**src/rtl/hbp_pkg.sv**
```systemverilog
package hbp_pkg;

  localparam int WORD_W  = 16;
  localparam int BYTE_W  = 8;
  localparam int RQM_BIT = 15;
  localparam int DRS_BIT = 12;
  localparam int DRC_BIT = 10;
  localparam logic [WORD_W-1:0] SR_KEEP = 16'h907c;

  // Strobes from the sequencer to the register datapath.
  typedef struct packed {
    logic dspLoadDr;   // core loads the whole data word
    logic dspLoadSr;   // core loads the unprotected status bits
    logic setRqm;      // raise request
    logic clrRqm;      // drop request (host finished a transfer)
    logic setDrs;      // first byte of a word moved
    logic clrDrs;      // word finished or restarted
    logic wrLow;       // host byte into data [7:0]
    logic wrHigh;      // host byte into data [15:8]
    logic rdHigh;      // host read selects data [15:8]
  } strobe_t;

endpackage

```
**src/rtl/hbp_ctrl.sv**
```systemverilog
module hbp_ctrl
  import hbp_pkg::*;
(
  input  logic    clk,
  input  logic    rstN,
  input  logic    hostSel,
  input  logic    hostRd,
  input  logic    hostWr,
  input  logic    dspDrWe,
  input  logic    dspDrRdFlag,
  input  logic    dspSrWe,
  input  logic    drsNow,
  input  logic    drcNow,
  output strobe_t stb
);

  logic dataAcc;
  logic hostWins;

  assign dataAcc  = hostSel & (hostRd | hostWr);
  assign hostWins = dataAcc & ~dspDrWe;

  always_comb begin
    stb           = '0;
    stb.dspLoadDr = dspDrWe;
    stb.dspLoadSr = dspSrWe;
    stb.setRqm    = dspDrWe | dspDrRdFlag;
    stb.clrDrs    = dspDrWe;
    stb.rdHigh    = ~drcNow & drsNow;
    if (hostWins) begin
      if (drcNow) begin
        stb.wrLow  = hostWr;
        stb.clrRqm = 1'b1;
      end else if (!drsNow) begin
        stb.wrLow  = hostWr;
        stb.setDrs = 1'b1;
      end else begin
        stb.wrHigh = hostWr;
        stb.clrDrs = 1'b1;
        stb.clrRqm = 1'b1;
      end
    end
  end


  status_write_inert_chk: assert property (@(posedge clk) disable iff (!rstN)
    (hostWr && !hostSel) |-> !(stb.wrLow || stb.wrHigh || stb.setDrs || stb.clrRqm));


  dsp_priority_chk: assert property (@(posedge clk) disable iff (!rstN)
    dspDrWe |-> !(stb.wrLow || stb.wrHigh || stb.setDrs));


  byte_mode_low_only_chk: assert property (@(posedge clk) disable iff (!rstN)
    drcNow |-> !(stb.wrHigh || stb.setDrs || stb.rdHigh));

endmodule

```
**src/rtl/hbp_datapath.sv**
```systemverilog
module hbp_datapath
  import hbp_pkg::*;
#(
  parameter logic [WORD_W-1:0] KEEP_MASK = SR_KEEP
) (
  input  logic              clk,
  input  logic              rstN,
  input  strobe_t           stb,
  input  logic              hostSel,
  input  logic [BYTE_W-1:0] hostWdata,
  input  logic [WORD_W-1:0] dspDrWdata,
  input  logic [WORD_W-1:0] dspSrWdata,
  output logic [BYTE_W-1:0] hostRdata,
  output logic [WORD_W-1:0] drReg,
  output logic [WORD_W-1:0] srReg
);

  localparam int LANES = WORD_W / BYTE_W;

  logic [WORD_W-1:0] drNext;
  logic [WORD_W-1:0] srNext;
  logic [LANES-1:0]  laneWe;

  assign laneWe[0] = stb.wrLow;
  assign laneWe[1] = stb.wrHigh;

  // Data register: core load overrides host byte lanes.
  for (genvar ln = 0; ln < LANES; ln++) begin : g_lane
    always_comb begin
      if (stb.dspLoadDr)
        drNext[ln*BYTE_W +: BYTE_W] = dspDrWdata[ln*BYTE_W +: BYTE_W];
      else if (laneWe[ln])
        drNext[ln*BYTE_W +: BYTE_W] = hostWdata;
      else
        drNext[ln*BYTE_W +: BYTE_W] = drReg[ln*BYTE_W +: BYTE_W];
    end
  end

  // Status register: each bit is a handshake flag, a held bit or a core bit.
  for (genvar b = 0; b < WORD_W; b++) begin : g_srbit
    if (b == RQM_BIT) begin : g_rqm
      always_comb begin
        if (stb.setRqm)      srNext[b] = 1'b1;
        else if (stb.clrRqm) srNext[b] = 1'b0;
        else                 srNext[b] = srReg[b];
      end
    end else if (b == DRS_BIT) begin : g_drs
      always_comb begin
        if (stb.clrDrs)      srNext[b] = 1'b0;
        else if (stb.setDrs) srNext[b] = 1'b1;
        else                 srNext[b] = srReg[b];
      end
    end else if (KEEP_MASK[b]) begin : g_hold
      assign srNext[b] = srReg[b];
    end else begin : g_load
      assign srNext[b] = stb.dspLoadSr ? dspSrWdata[b] : srReg[b];
    end
  end

  always_ff @(posedge clk) begin
    if (!rstN) begin
      drReg <= '0;
      srReg <= '0;
    end else begin
      drReg <= drNext;
      srReg <= srNext;
    end
  end

  always_comb begin
    if (!hostSel)        hostRdata = srReg[WORD_W-1 -: BYTE_W];
    else if (stb.rdHigh) hostRdata = drReg[WORD_W-1 -: BYTE_W];
    else                 hostRdata = drReg[BYTE_W-1:0];
  end


  dsp_word_load_chk: assert property (@(posedge clk) disable iff (!rstN)
    stb.dspLoadDr |=> (drReg == $past(dspDrWdata)) && srReg[RQM_BIT] && !srReg[DRS_BIT]);


  request_drop_chk: assert property (@(posedge clk) disable iff (!rstN)
    (stb.clrRqm && !stb.setRqm) |=> !srReg[RQM_BIT]);


  protected_bits_chk: assert property (@(posedge clk) disable iff (!rstN)
    (stb.dspLoadSr && !stb.setRqm && !stb.clrRqm && !stb.setDrs && !stb.clrDrs)
    |=> ((srReg & KEEP_MASK) == ($past(srReg) & KEEP_MASK)));


  high_byte_kept_chk: assert property (@(posedge clk) disable iff (!rstN)
    (stb.wrLow && !stb.dspLoadDr) |=> drReg[WORD_W-1 -: BYTE_W] == $past(drReg[WORD_W-1 -: BYTE_W]));

endmodule

```
**src/rtl/host_dr_port.sv**
```systemverilog
module host_dr_port
  import hbp_pkg::*;
(
  input  logic        clk,
  input  logic        rstN,
  input  logic        hostSel,
  input  logic        hostRd,
  input  logic        hostWr,
  input  logic [7:0]  hostWdata,
  output logic [7:0]  hostRdata,
  input  logic        dspDrWe,
  input  logic [15:0] dspDrWdata,
  input  logic        dspDrRdFlag,
  input  logic        dspSrWe,
  input  logic [15:0] dspSrWdata,
  output logic [15:0] dspDr,
  output logic [15:0] dspSr
);

  strobe_t stb;

  hbp_ctrl u_ctrl (
    .clk         (clk),
    .rstN        (rstN),
    .hostSel     (hostSel),
    .hostRd      (hostRd),
    .hostWr      (hostWr),
    .dspDrWe     (dspDrWe),
    .dspDrRdFlag (dspDrRdFlag),
    .dspSrWe     (dspSrWe),
    .drsNow      (dspSr[DRS_BIT]),
    .drcNow      (dspSr[DRC_BIT]),
    .stb         (stb)
  );

  hbp_datapath #(.KEEP_MASK(SR_KEEP)) u_dp (
    .clk        (clk),
    .rstN       (rstN),
    .stb        (stb),
    .hostSel    (hostSel),
    .hostWdata  (hostWdata),
    .dspDrWdata (dspDrWdata),
    .dspSrWdata (dspSrWdata),
    .hostRdata  (hostRdata),
    .drReg      (dspDr),
    .srReg      (dspSr)
  );


  status_read_quiet_chk: assert property (@(posedge clk) disable iff (!rstN)
    (hostRd && !hostSel && !hostWr && !dspDrWe && !dspSrWe && !dspDrRdFlag)
    |=> $stable(dspDr) && $stable(dspSr));

endmodule

```
**config.mk**
```make
export PLATFORM = sky130hd
export DESIGN_NAME = host_dr_port
export DESIGN_NICKNAME = d
export VERILOG_FILES = /design/src/rtl/hbp_pkg.sv /design/src/rtl/hbp_ctrl.sv /design/src/rtl/hbp_datapath.sv /design/src/rtl/host_dr_port.sv
export SDC_FILE = /design/constraint.sdc
export NUM_CORES = 1
export LEC_CHECK = 0
export BUFFER_PORTS_ARGS = -buffer_cell sky130_fd_sc_hd__buf_2
export CAP_MARGIN = 20
export CORE_UTILIZATION = 39
export CTS_CLUSTER_SIZE = 24
export DETAILED_ROUTE_END_ITERATION = 12
export PLACE_DENSITY = 0.79
export SLEW_MARGIN = 15
export SYNTH_ARGS = -nofsm -noshare
export SYNTH_HDL_FRONTEND = slang
export SYNTH_SLANG_ARGS = --single-unit
```
**constraint.sdc**
```tcl
create_clock -name clk -period 1.7 [get_ports clk]
set_input_delay 0.17 -clock clk [delete_from_list [all_inputs] [get_ports clk]]
set_output_delay 0.17 -clock clk [all_outputs]
set_load 0.005 [all_outputs]
```
==> results of run 1 <==
[power by group through the flow]
stage / clock [mW] / combinational (mW) / sequential, mW
3_5_place_dp: 0 / 0.309 / 0.727
5_1_grt: 0.412 / 0.341 / 0.721
6_report: 0.356 / 0.308 / 0.714
2_1_floorplan: 0 / 0.185 / 0.728
3_3_place_gp: 0 / 0.302 / 0.726
4_1_cts: 0.374 / 0.310 / 0.713
[critical path: cells and delay by family (launching register included)]
kind	cells	cell delay, ps
AOI/OAI and AO/OA	1	90
DFF	1	380
muxes	1	230
buffers and inverters	2	300
and+or+nand+nor	1	180
[flip-flops by register name (all words and copies together) (netlist names)]
signal      count
u_dp.drReg     16
u_dp.srReg     11
[Yosys cell counts]
master,instances
buf_2,4
and4b_1,1
mux2i_1,32
nor2_1,8
or2_1,1
a21oi_1,10
clkbuf_1,7
a21boi_0,1
nand2_1,18
o21a_1,1
or3_1,1
o21ai_0,13
inv_1,2
o211a_1,8
conb_1,1
mux2_2,8
buf_6,2
buf_4,8
nand2b_1,1
nor2b_1,11
dfxtp_1,27
[final cells by class]
cell class                      instances  share of cell area
Tap cell                               48              0.0315
Clock buffer                            3              0.0217
Multi-Input combinational cell        119               0.441
Timing Repair Buffer                   79               0.215
Inverter                                2             0.00394
Clock inverter                          1             0.00263
Sequential cell                        27               0.284
[placed cells by master (no fill, tap or decap)]
master / count
nor2b_1: 10
dfxtp_2: 1
dfxtp_1: 26
clkbuf_8: 3
nor2b_2: 1
a21oi_1: 10
nand2_1: 18
inv_1: 2
nor2_1: 8
o211a_1: 8
mux2i_2: 1
conb_1: 5
o21ai_0: 13
mux2_2: 8
clkinv_2: 1
nand2b_1: 1
a21boi_0: 1
buf_4: 3
mux2i_1: 31
or3_1: 1
buf_2: 75
or2_1: 1
o21a_1: 1
buf_6: 1
and4b_1: 1
[stage by stage]
step	worst slack [ps]	util
2_1_floorplan	308	-
3_3_place_gp	232	0.505
3_5_place_dp	268	0.505
4_1_cts	0.752	0.518
5_1_grt	3.28	0.521
6_report	83.3	0.521
[cell families (layout without fill, tap and decap cells)]
kind of cell,count (synthesis),in the layout,share of synthesized area
other,1,5,0.00251
buffers and inverters,23,85,0.0911
AO/OA/AOI/OAI,33,33,0.140
flip-flops,27,27,0.361
multiplexers,40,40,0.274
AND/OR/NAND/NOR,41,41,0.130
[worst paths after layout]
kind         slack [ps]  cells after the start                    endpoint
max                  80                      5                hostRdata[1]
min                 150                      3  u_dp.srReg[1]$_SDFFE_PN0P_
max reg2reg         340                      3  u_dp.drReg[5]$_SDFFE_PN0P_
min reg2reg         480                      2  u_dp.drReg[5]$_SDFFE_PN0P_
[metal layers]
metal | part of all wire | GRT usage | vias up
li1 | - | - | 688
met1 | 0.43 | 0.194 | 619
met2 | 0.49 | 0.334 | 51
met3 | 0.071 | 0.0429 | 4
met4 | 0.0032 | 0.0369 | 0
met5 | 0 | 0 | -
[timing repair]
action                                 CTS  global route
gates resized for setup                  1             3
setup endpoints to repair                4             4
endpoints found under the hold margin    0             0
buffers inserted                         0             0
==> results.md, run 1 <==
- Post-detail-place hpwl: 2520 um
- Share of the yosys chip area belonging to registers: 0.361
- CP peak stage delay: 380 ps
- Vias/cell: 4.88
- Antenna violations before repair: 0
- Die Wd: 63.9 um
- Crit path cell chain: nor2b_2 -> buf_6 -> mux2i_1 -> a21oi_1 -> buf_2
- Synth Register Bits: 27
- Initial core utilization: 0.409
- Post-Layout Cell Count: 279
- CTS sink count: 27
- Crit path kind: reg2out
- P&R area growth vs syn: 27.3%
- CTS tree: built
- Unrepaired setup endpoints after global routing: false
- Clock Skew: 2.79 ps
- Gate power share: 0.224
- Clk buf depth: 2
- IO Pins: 88
- Final TNS setup: 0 ps
- Worst Min Path Start: dspSrWdata[1]
- Max Fclk: 619 MHz
- Overall Global Routing Usage: 0.176
- R2r startpoint: u_dp.srReg[10]$_SDFFE_PN0P_
- Drt first pass iters: 4
- Setup crit start kind: register
- Post-route ant nets: 0
- Synth area leaders: dfxtp_1 (36%), mux2i_1 (21%), mux2_2 (6.0%)
- Syn Std Cell Area: 1500 um^2
- Sw Pwr: 0.371 mW
- Post-synth top area cell: dfxtp_1
- Clk pwr share: 0.258
- Multi-input logic area: 841 um^2
- Static Leak: 1.01 nW
- Worst VDD drop: 0.637 mV
- Class of the worst hold path: in2reg
- Gate count after technology mapping: 165
- PD cells: 723 nW/um^2
- Buffers on Ports: 75
- CP Launch Point: u_dp.srReg[10]$_SDFFE_PN0P_
- Int Pwr: 1.01 mW
- Via count: 1362
- Die ar.: 4090 um^2
- Register area: 542 um^2
- DP Area: 1850 um^2
- Ratio of cells with drive above 1 in the final layout: 0.407
- DR DRC count: 0
- Crit path capture type: output pin
- Nets@finish: 280
- Final wirelength: 3490 um
- CORE AREA: 3660 um^2
- Max-cap viol count: 0
- Die extent in y: 63.9 um
- Crit path arrival time: 1450 ps
- DP Cell Count: 275
- Switching portion of total power: 0.269
- Hold slack: 154 ps
- Largest net degree at the start of global routing: 36
- Detailed Route Iter0 Violations: 55
- Outcome: complete, no violations
- Hold buffers post-CTS: 0
- Slew Limit Headroom: 0.610
- Final Instance Area: 1910 um^2
- Fin crit share: 0.951
- Yosys warnings: 0
- Slowest CP cell: dfxtp_2
- Antenna diodes: 0
- Core Rows: 22
- Final min period: 1620 ps
- Worst Max-Slew Pin Slew: 585 ps
- CP required: 1530 ps
- CP Max Fanout: 9
- Worst-skew pair later-pin latency: 270 ps
- H-Tree Depth: 1
- Final setup violation count: 0
- Part of the power in registers: 0.518
- Root Buffer: clkbuf_8
- CTS buffer count: 3
- Yosys top cell area share: 0.361
- Clock Pin Slew Worst Setup and Hold Paths: 90 ps
- Fill cells: 366
- Total power: 1.38 mW
- Hold Vio Cnt, Final: 0
- Slew Limit Fails: 0
- Cell variety after synth: 21
- Syn_area_per_cell: 9.07 um^2
- Grt ovf: 0
- Global-route wire length before repair: 5620 um
- Number of global-route vias before repair: 1275
- Wirelength per Cell: 12.5 um
- Placer Congestion: 0.692
(Power assumes the default switching activity.)
==> inputs of run 2 (changes only) <==
Settings changed: ABC_AREA set to 1, CTS_BUF_LIST set to sky130_fd_sc_hd__clkbuf_4 sky130_fd_sc_hd__clkbuf_8 sky130_fd_sc_hd__clkbuf_16, PLACE_DENSITY 0.79 to 0.78, RECOVER_POWER set to 25.
==> results.md, run 2 <==
- Grt ovf: 0
- Most instantiated cells after synthesis: nand2_1 (70), nor2_1 (45), a21oi_1 (34)
- Post-synth EDFFs: 0
- PD cells: 742 nW/um^2
- Final min period: 1590 ps
- Simple-gate area share of the yosys netlist: 0.400
- Clock Skew: 2.32 ps
- Commonest non-fill, non-tap cell in the layout: buf_2
- Class of the worst hold path: in2reg
- Largest net degree at the start of global routing: 41
- Buffers on Ports: 75
- Synth Area in Compound Gates: 0.140
- Overall Global Routing Usage: 0.196
- Dominant cell by count in the synthesized netlist: nand2_1
- Crit path arrival time: 1420 ps
- H-Tree Depth: 1
- CTS tree: built
- Met3 wire length: 210 um
- CORE AREA: 3720 um^2
- Die extent in y: 64.8 um
- Highest routed layer: met4
- Synth Register Bits: 27
- Final wirelength: 3910 um
- Outcome: complete, no violations
- Placer Congestion: 0.764
- Die ar.: 4200 um^2
- Max-cap viol count: 0
- Fin util: 0.514
- P&R area growth vs syn: 24.3%
- Syn Std Cell Area: 1540 um^2
- CP required: 1530 ps
- Final Instance Area: 1910 um^2
- Static Leak: 1.05 nW
- Core Rows: 22
- Detailed Route Iter0 Violations: 92
- Hold buffers post-CTS: 0
- CP Max Fanout: 9
- Post-detail-place hpwl: 2860 um
- Share of the yosys chip area belonging to registers: 0.352
- Drt first pass iters: 4
- Primary FF master, synth: dfxtp_1
- Routed length on met2: 1900 um
- Yosys warnings: 0
- CTS buffer count: 3
- Global-route wire length before repair: 6500 um
- Synth area leaders: dfxtp_1 (35%), nand2_1 (17%), a21oi_1 (11%)
- Hold Crit Depth: 3
- Number of global-route vias before repair: 1509
- Resized Gates After CTS: 0
- Antenna diodes: 0
- Vias/cell: 4.85
- CTS sink count: 27
- Setup Fix Bufs, Post-CTS: 0
- Slew Limit Fails: 0
- DR DRC count: 0
- Post-synth top area cell: dfxtp_1
- Clock Pin Slew Worst Setup and Hold Paths: 90 ps
- Synth Area in Adders: 0
- Fin crit share: 0.935
- Unrepaired setup endpoints after global routing: false
- Reg2Reg Depth: 5
- Setup crit start kind: register
- Root Buffer: clkbuf_8
- Worst VDD drop: 0.468 mV
- Met1 wire length: 1790 um
- Initial core utilization: 0.414
- Hold Vio Cnt, Final: 0
- Max Fclk: 629 MHz
- Final setup violation count: 0
- Nets@finish: 350
- Post-route ant nets: 0
- Cell variety after synth: 17
- Final WS setup: 111 ps
- Ratio of cells with drive above 1 in the final layout: 0.282
- Die Wd: 64.8 um
- DP Worst Slack: 397 ps
- IO Pins: 88
- Async SR Flop Fraction: 0
- Antenna violations before repair: 0
- Worst-skew pair later-pin latency: 270 ps
- Gate count after technology mapping: 236
- Syn_area_per_cell: 6.52 um^2
- Wirelength per Cell: 11.2 um
- Top Registers: u_dp.drReg x16, u_dp.srReg x11
- Post-Synth XOR/XNOR Area: 0
- Via count: 1693
- DP Area: 1870 um^2
- Commonest non-fill, non-tap cells in the layout: buf_2 (72), nand2_1 (70), nor2_1 (45)
- Crit path capture type: output pin
- Main combinational cell family by area after synthesis: simple AND/OR/NAND/NOR gates
- Final TNS setup: 0 ps
- Clk buf depth: 2
- Yosys top cell area share: 0.352
- Max reg flops: 16
- Crit path kind: reg2out
- R2R Setup Slk: 470 ps
- Largest Register: u_dp.drReg
- Mux contribution to synthesized area: 0
==> run 2: cell count changes in the layout (fill, tap and decap cells not counted), moves of 3 or more <==
cell	delta
mux2_2	-8
nor2_1	+37
mux2i_1	-31
inv_2	+4
clkbuf_1	+3
nor2b_1	-10
nand3b_1	+16
o21ai_0	-4
o211a_1	-8
nand2_4	+3
a21oi_1	+24
nand2_1	+52
buf_2	-3
==> run 2: cells by family after synthesis <==
group,Yosys count
and+or+nand+nor,137
other,1
DFF,27
buffers and inverters,28
AOI/OAI and AO/OA,43
==> run 2: area by class of cell <==
class / count / area [um^2]
clock buffer: 4 / 48.8
fill: 411 / 1800
inverter: 9 / 33.8
multi-input combinational: 185 / 850
sequential: 27 / 541
tap: 48 / 60.1
timing repair buffer: 76 / 379
==> run 2: worst paths after layout <==
path	start	endpoint
worst max-delay path	u_dp.srReg[10]$_SDFFE_PN0P_	hostRdata[7]
worst min-delay path	dspSrWdata[11]	u_dp.srReg[11]$_SDFFE_PN0P_
worst max register to register	u_dp.srReg[12]$_SDFFE_PP0P_	u_dp.drReg[12]$_SDFFE_PN0P_
worst min register to register	u_dp.srReg[7]$_SDFFE_PN0P_	u_dp.srReg[7]$_SDFFE_PN0P_
==> run 2: metal layers <==
| layer | vias to the layer above | global-route usage |
|---|---|---|
| met3 | 2 | 0.0493 |
| met5 | - | 0 |
| met4 | 0 | 0.0250 |
| met1 | 772 | 0.234 |
| met2 | 45 | 0.355 |
| li1 | 874 | - |
==> run 2: through the flow <==
step                      total power [mW]  cells  hold WS [ps]
after global routing                  1.52    349           109
after CTS                             1.44    349           108
after global placement                1.05    345           391
final                                 1.42    349           118
after floorplan                      0.931    240           305
after detailed placement              1.06    345           398
==> run 2: critical path, cell delays in order, from the launching register on <==
cell     delay [ps]
dfxtp_1         490
inv_2           110
nand2_4         140
a21oi_1          80
a21oi_1         170
buf_2           140
==> run 2: power breakdown <==
group | switching, mW | internal (mW) | total (mW)
logic | 0.173 | 0.149 | 0.322
registers | 0.0385 | 0.680 | 0.719
clock network | 0.195 | 0.184 | 0.379
total | 0.406 | 1.01 | 1.42
==> inputs of run 3 (changes only) <==
Clock period 1.7 ns to 1.61 ns, I/O delays scaled along.
==> results.md, run 3 (synthesis gave the netlist of run 2 again) <==
- P&R area growth vs syn: 24.4%
- Core Rows: 22
- Switching portion of total power: 0.291
- Worst Min Path Start: dspSrWdata[7]
- Hold Vio Cnt, Final: 0
- CTS sink count: 27
- Final wirelength: 3970 um
- Clock Skew: 7.86 ps
- Largest net degree at the start of global routing: 41
- Fill cells: 413
- Part of the power in registers: 0.513
- Hold slack: 103 ps
- Fin crit share: 0.928
- Total power: 1.48 mW
- Crit path arrival time: 1330 ps
- Antenna violations before repair: 0
- IO Pins: 88
- Clk buf depth: 2
- Crit path kind: reg2out
- Outcome: complete, no violations
- Post-route ant nets: 0
- Static Leak: 1.06 nW
- Wirelength per Cell: 11.4 um
- Global-route wire length before repair: 6540 um
- Largest Register: u_dp.drReg
- Worst-skew pair later-pin latency: 270 ps
- Die Wd: 64.8 um
- Max-cap viol count: 0
- Die extent in y: 64.8 um
- Ratio of cells with drive above 1 in the final layout: 0.292
- Multi-input logic area: 850 um^2
- Number of global-route vias before repair: 1451
- Class of the worst hold path: in2reg
- Via count: 1672
- Final min period: 1490 ps
- Top Registers: u_dp.drReg x16, u_dp.srReg x11
- Buffers on Ports: 75
- CTS buffer count: 3
- Overall Global Routing Usage: 0.197
- CP Max Fanout: 9
- Detailed Route Iter0 Violations: 95
- Placer Congestion: 0.753
- Post-detail-place hpwl: 2940 um
- Die ar.: 4200 um^2
- Nets@finish: 350
- Sw Pwr: 0.431 mW
- CORE AREA: 3720 um^2
- H-Tree Depth: 1
- Final setup violation count: 0
- Fin util: 0.515
- Register area: 543 um^2
- Antenna diodes: 0
- Gate power share: 0.230
- Setup crit start kind: register
- Max reg flops: 16
- CP Launch Point: u_dp.srReg[12]$_SDFFE_PP0P_
- Worst VDD drop: 0.347 mV
- Unrepaired setup endpoints after global routing: false
- Int Pwr: 1.05 mW
- PD cells: 774 nW/um^2
- Commonest non-fill, non-tap cells in the layout: buf_2 (73), nand2_1 (70), nor2_1 (45)
- Grt ovf: 0
- Setup Fix Bufs, Post-CTS: 0
- Commonest non-fill, non-tap cell in the layout: buf_2
- Crit path cell chain: inv_2 -> nor2_8 -> nand2_1 -> a21oi_1 -> buf_2
- DP Cell Count: 345
- Clock Pin Slew Worst Setup and Hold Paths: 90 ps
- Slew Limit Fails: 0
- Post-Layout Cell Count: 349
- R2r startpoint: u_dp.srReg[12]$_SDFFE_PP0P_
- Max Fclk: 669 MHz
- Root Buffer: clkbuf_8
- CTS tree: built
- Clk pwr share: 0.256
- DR DRC count: 0
- Final TNS setup: 0 ps
- Crit path capture type: output pin
- Vias/cell: 4.79
- Slowest CP cell: dfxtp_2
- CP required: 1450 ps
- Initial core utilization: 0.414
- CP peak stage delay: 390 ps
- Drt first pass iters: 4
-- run 3: cell types whose count changed in the layout (fill, tap and decap cells not counted), sizes merged --
cell,before,now
clkbuf,7,5
clkinv,1,2
buf,73,74
-- run 3: worst paths after layout --
kind / end / slack, ps / depth (start not counted)
max: hostRdata[7] / 120 / 5
min: u_dp.srReg[7]$_SDFFE_PN0P_ / 100 / 3
max reg2reg: u_dp.drReg[15]$_SDFFE_PN0P_ / 470 / 6
min reg2reg: u_dp.srReg[15]$_SDFFE_PN0P_ / 510 / 2
-- run 3: metal layers --
metal,track usage,share of wire,up-vias
met1,0.250,0.46,758
met2,0.346,0.50,41
met5,0,0,-
li1,-,-,871
met3,0.0229,0.041,2
met4,0.0583,0.0050,0
-- run 3: layout make-up --
class | instances | area share
multi-input combinational | 185 | 0.444
sequential | 27 | 0.284
clock buffer | 3 | 0.0216
timing repair buffer | 76 | 0.199
clock inverter | 1 | 0.00262
inverter | 9 | 0.0177
tap | 48 | 0.0314
-- run 3: power groups by stage --
stage / registers, mW / logic, mW / clock network (mW)
finish: 0.760 / 0.341 / 0.379
global placement: 0.774 / 0.336 / 0
CTS: 0.759 / 0.343 / 0.399
detailed placement: 0.775 / 0.342 / 0
floorplan: 0.770 / 0.213 / 0
global route: 0.765 / 0.392 / 0.420
-- run 3: worst max-delay path, delay by kind of cell, from the launching register on --
family                 cells  cell delay [ps]
buffers and inverters      2              240
DFF                        1              390
AOI/OAI and AO/OA          1              200
and+or+nand+nor            2              240
-- run 3: per-stage QoR --
step / setup WS [ps] / area (um^2)
2_1_floorplan: 471 / 1550
3_3_place_gp: 349 / 1870
3_5_place_dp: 311 / 1870
4_1_cts: 35.2 / 1910
5_1_grt: 44.5 / 1910
6_report: 115 / 1910
-- run 3: repair_timing --
action                                  in CTS  in global routing
hold buffers                                 0                  0
endpoints found under the setup margin       0                  4
resized for setup                            0                  2
